File: config.mk
export PLATFORM = sky130hd
export DESIGN_NAME = ovf_timer
export DESIGN_NICKNAME = d
export VERILOG_FILES = /design/src/rtl/tmr_pkg.sv /design/src/rtl/tmr_prescale.sv /design/src/rtl/tmr_count.sv /design/src/rtl/tmr_flag.sv /design/src/rtl/ovf_timer.sv
export SDC_FILE = /design/constraint.sdc
export NUM_CORES = 1
export LEC_CHECK = 0
export ABC_CLOCK_PERIOD_IN_PS = 3000
export BUFFER_PORTS_ARGS = -buffer_cell sky130_fd_sc_hd__buf_2
export CAP_MARGIN = 30
export CELL_PAD_IN_SITES_DETAIL_PLACEMENT = 0
export CELL_PAD_IN_SITES_GLOBAL_PLACEMENT = 1
export CORE_MARGIN = 1.5
export CORE_UTILIZATION = 37
export CTS_CLUSTER_DIAMETER = 150
export DETAILED_ROUTE_END_ITERATION = 7
export PLACE_DENSITY = 0.78
export SLEW_MARGIN = 25
export SYNTH_ARGS = -nofsm -noshare
export SYNTH_HDL_FRONTEND = slang
export SYNTH_SLANG_ARGS = --single-unit
File: constraint.sdc
create_clock -name clk -period 3 [get_ports clk]
set_input_delay 0.9 -clock clk [delete_from_list [all_inputs] [get_ports clk]]
set_output_delay 0.9 -clock clk [all_outputs]
set_load 0.005 [all_outputs]
File: src/rtl/tmr_pkg.sv
package tmr_pkg;
   localparam int unsigned PRESC_MAX      = 13;
   localparam int unsigned PRESC_RESERVED = 6;

   function automatic bit presc_legal(input int unsigned e);
      return (e <= PRESC_MAX) && (e != PRESC_RESERVED);
   endfunction
endpackage

File: src/rtl/tmr_prescale.sv
module tmr_prescale #(
   parameter int unsigned PRESC_EXP = 3
) (
   input  logic clk,
   input  logic rst_n,
   input  logic on_stb,
   input  logic off_stb,
   input  logic load_stb,
   output logic tick
);
   logic run_q;

   always_ff @(posedge clk or negedge rst_n) begin
      if (!rst_n)       run_q <= 1'b0;
      else if (off_stb) run_q <= 1'b0;
      else if (on_stb)  run_q <= 1'b1;
   end

   generate
      if (PRESC_EXP == 0) begin : g_direct
         assign tick = run_q;
      end else begin : g_divide
         logic [PRESC_EXP-1:0] phase_q;
         always_ff @(posedge clk or negedge rst_n) begin
            if (!rst_n)                   phase_q <= '0;
            else if (load_stb || !run_q)  phase_q <= '0;
            else                          phase_q <= phase_q + 1'b1;
         end
         assign tick = run_q && (&phase_q);
      end
   endgenerate

   AST_OFF_WINS: assert property (@(posedge clk) disable iff (!rst_n)
      off_stb |=> !run_q);
   AST_ON_STARTS: assert property (@(posedge clk) disable iff (!rst_n)
      (on_stb && !off_stb) |=> run_q);
endmodule

File: src/rtl/tmr_count.sv
module tmr_count #(
   parameter int unsigned CNT_W = 8
) (
   input  logic             clk,
   input  logic             rst_n,
   input  logic             tick,
   input  logic             load_stb,
   input  logic [CNT_W-1:0] load_val,
   output logic [CNT_W-1:0] count,
   output logic             wrap
);
   localparam logic [CNT_W-1:0] CNT_TOP = {CNT_W{1'b1}};

   always_ff @(posedge clk or negedge rst_n) begin
      if (!rst_n)        count <= '0;
      else if (load_stb) count <= load_val;
      else if (tick)     count <= count + 1'b1;
   end

   assign wrap = tick && !load_stb && (count == CNT_TOP);

   AST_HOLD_IDLE: assert property (@(posedge clk) disable iff (!rst_n)
      (!tick && !load_stb) |=> $stable(count));
   AST_STEP_ONE: assert property (@(posedge clk) disable iff (!rst_n)
      (tick && !load_stb) |=> count == $past(count) + 1'b1);
   AST_LOAD_WINS: assert property (@(posedge clk) disable iff (!rst_n)
      load_stb |=> count == $past(load_val));
endmodule

File: src/rtl/tmr_flag.sv
module tmr_flag (
   input  logic clk,
   input  logic rst_n,
   input  logic wrap,
   input  logic flag_clr,
   output logic flag
);
   always_ff @(posedge clk or negedge rst_n) begin
      if (!rst_n)        flag <= 1'b0;
      else if (wrap)     flag <= 1'b1;
      else if (flag_clr) flag <= 1'b0;
   end

   AST_SET_ON_WRAP: assert property (@(posedge clk) disable iff (!rst_n)
      wrap |=> flag);
   AST_CLEARS: assert property (@(posedge clk) disable iff (!rst_n)
      (flag_clr && !wrap) |=> !flag);
   AST_STICKY: assert property (@(posedge clk) disable iff (!rst_n)
      (flag && !flag_clr) |=> flag);
endmodule

File: src/rtl/ovf_timer.sv
module ovf_timer #(
   parameter int unsigned CNT_W     = 8,
   parameter int unsigned PRESC_EXP = 3
) (
   input  logic             clk,
   input  logic             rst_n,
   input  logic             load_stb,
   input  logic [CNT_W-1:0] load_val,
   input  logic             on_stb,
   input  logic             off_stb,
   input  logic             flag_clr,
   output logic [CNT_W-1:0] count,
   output logic             flag
);
   import tmr_pkg::*;

   generate
      if (!presc_legal(PRESC_EXP)) begin : g_bad_presc
         $error("ovf_timer: PRESC_EXP must be 0..13 and not 6");
      end
      if (CNT_W < 2) begin : g_bad_width
         $error("ovf_timer: CNT_W must be at least 2");
      end
   endgenerate

   logic tick;
   logic wrap;

   tmr_prescale #(.PRESC_EXP(PRESC_EXP)) i_prescale (
      .clk(clk), .rst_n(rst_n), .on_stb(on_stb), .off_stb(off_stb),
      .load_stb(load_stb), .tick(tick));

   tmr_count #(.CNT_W(CNT_W)) i_count (
      .clk(clk), .rst_n(rst_n), .tick(tick), .load_stb(load_stb),
      .load_val(load_val), .count(count), .wrap(wrap));

   tmr_flag i_flag (
      .clk(clk), .rst_n(rst_n), .wrap(wrap), .flag_clr(flag_clr), .flag(flag));

   AST_WRAP_TO_ZERO: assert property (@(posedge clk) disable iff (!rst_n)
      (tick && !load_stb && (&count)) |=> (count == '0) && flag);
endmodule

==> run summary <==
Status = finished, final reports clean
Synth top area cells = dfrtp_1 (51%), nand2_1 (8.3%), xnor2_1 (6.9%)
Power share of the clock group = 0.304
Routed wl met2 = 501 um
Detailed placer's ending HPWL = 867 um
Clock sink count = 13
Synth warn = 0
Clk Latency, worst-skew pair = 0.27 ns
Buf/Inv on CP = 1
Vias in the first global route = 484
Largest net degree at the start of global routing = 17
Post-placement cell count = 102
WL per Instance = 10.8 um
Die Width = 44.4 um
DR iter-0 viols = 9
Slew margin rel. = 0.802
I/O Buffers = 22
Fin cells = 106
Met3 wire len = 65 um
Uppermost routed layer = met4
Initial core utilization = 0.406
Final WL = 1.15 mm
GPL Wtd Cong = 0.669
DRT antenna net count = 0
Most frequent cells in the layout = buf_2 (22), nand2_1 (14), dfrtp_1 (13), o21ai_0 (7), xnor2_1 (5)
WL met1 = 570 um
MaxCap Viol Count = 0
Critical Path Max Stage Delay = 0.43 ns
Share of cells above drive strength 1 = 0.300
Crit share post-route = 0.579
Final Hold Fails = 0
Core Area = 1560 um^2
Data required, critical path = 2.10 ns
Clock Skews = 0.00326 ns
Sequential share of power = 0.557
Full die area = 1970 um^2
CTS H-Tree Depth = 1
Syn Std Cell Area = 633 um^2
Pint = 0.000264 W
Global-route wire length before repair = 1.93 mm
Worst VDD drop = 205 uV
Max Slew Vio Count = 0
Worst path top cell family by delay = flip-flops
RSZ-0062 raised after global routing = false
Crit path cell chain = buf_2
Startpoint Class = flip-flop
Post-CTS sizing = 0
Post-synthesis sequential area ratio = 0.514
Nets = 108
Synth area leader = dfrtp_1
Critical path arrival = 0.84 ns
Max clock buf depth = 2
CTS clk-pin slew, worst paths = 0.08 ns
Clock root cell = clkbuf_4
Final Setup Violations = 0
Drt drc = 0
CTS tree = done
Setup CP Type = flip-flop to primary output
Synth Register Bits = 13
TritonRoute pass-1 iters = 6
Area Growth Syn to Fin = 24.1%
Synth Instances = 65
Logic pwr share = 0.139
Fmax = 575 MHz
Num CTS Buffers = 3
Yosys top cell area share = 0.514
Net Count, Synth = 82
Setup bufs post-CTS = 0
CTS Hold Buffers Added = 0
Via count = 510
Vias per inst = 4.81
Commonest non-fill, non-tap cell in the layout = buf_2
Fin util = 0.504
Syn Area/Cell = 9.74 um^2
Die height = 44.4 um
Measured slew at the worst slew-check pin = 0.298 ns
Initial antenna violation count = 0
N_diodes = 0
Cell variety after synth = 18
Setup TNS = 0 ns
Hold Path Class = flip-flop to flip-flop
GRT Resource Usage Total = 0.136
Remaining global-route overflow = 0
Pleak = 0.394 nW
Type of destination of the critical path = primary output
Sw Share = 0.259
Min Tclk post-route = 1.74 ns
Sw power = 0.0000922 W
PwrDens = 453 nW/um^2
Row count = 14
# IOs = 23
Critical path fanouts, max = 4
Cell at the slowest stage of the critical path = dfrtp_1
-- state kept, by name, indices dropped and copies added, names as in the netlist --
name                         count
i_prescale.run_q                 1
i_prescale.g_divide.phase_q      3
i_count.count                    8
i_flag.flag                      1
-- layer usage --
metal | global-route usage | up-vias
li1 | - | 268
met1 | 0.186 | 221
met2 | 0.200 | 19
met3 | 0.0408 | 2
met4 | 0.0545 | 0
met5 | 0 | -
-- synthesized netlist by cell type, drive strengths merged --
cell    instances
mux2i           1
dfrtp          13
or4             1
and2            2
xnor2           5
nor2b           2
ha              3
o21ai           7
mux2            1
nand3           2
nor3            4
o221ai          1
clkbuf          1
inv             3
nand2          14
xor2            2
nor2            3
-- final cells by class --
class / count / area, um^2
Timing Repair Buffer: 22 / 110
Clock buffer: 4 / 26.3
Tap cell: 16 / 20.0
Inverter: 3 / 11.3
Fill cell: 155 / 773
Sequential cell: 13 / 325
Multi-Input combinational cell: 48 / 293
-- power by group through the flow --
| stage | registers (W) | logic (W) | clock network [W] |
|---|---|---|---|
| 3_3_place_gp | 0.000202 | 0.0000493 | 0 |
| 2_1_floorplan | 0.000202 | 0.0000233 | 0 |
| 5_1_grt | 0.000201 | 0.0000574 | 0.000122 |
| 6_report | 0.000199 | 0.0000494 | 0.000108 |
| 4_1_cts | 0.000199 | 0.0000504 | 0.000112 |
| 3_5_place_dp | 0.000202 | 0.0000502 | 0 |
-- logic make-up (layout without fill, tap and decap cells) --
group / count (synthesis) / count (layout) / share of synthesized area
AO/OA/AOI/OAI: 8 / 8 / 0.0692
XOR/XNOR: 7 / 7 / 0.0968
adder cells (fa/ha/maj): 3 / 3 / 0.0593
buffers and inverters: 4 / 29 / 0.0237
flip-flops: 13 / 13 / 0.514
multiplexers: 2 / 2 / 0.0336
AND/OR/NAND/NOR: 28 / 28 / 0.204
-- worst paths after layout --
path                                                           from                                        to  slack [ns]  depth (start not counted)
min in group asynchronous                                     rst_n              i_count.count[5]$_DFFE_PN0P_        0.50                          1
hold / removal             i_prescale.g_divide.phase_q[0]$_DFF_PN0_  i_prescale.g_divide.phase_q[0]$_DFF_PN0_        0.44                          1
hold reg to reg            i_prescale.g_divide.phase_q[0]$_DFF_PN0_  i_prescale.g_divide.phase_q[0]$_DFF_PN0_        0.44                          1
setup / recovery                       i_count.count[5]$_DFFE_PN0P_                                  count[5]        1.26                          1
max in group asynchronous                                     rst_n  i_prescale.g_divide.phase_q[1]$_DFF_PN0_        2.27                          1
setup reg to reg           i_prescale.g_divide.phase_q[0]$_DFF_PN0_              i_count.count[6]$_DFFE_PN0P_        1.46                          6
-- stage by stage --
stage | setup WS (ns) | total power, W | area, um^2 | hold slack (ns)
final | 1.26 | 0.000356 | 786 | 0.443
after global routing | 1.20 | 0.000380 | 786 | 0.468
after CTS | 1.26 | 0.000361 | 786 | 0.447
after detailed placement | 0.990 | 0.000252 | 759 | 0.428
after global placement | 1.01 | 0.000251 | 759 | 0.433
after floorplan | 1.29 | 0.000225 | 633 | 0.409
Note: power is estimated with default switching activity, not from simulation.
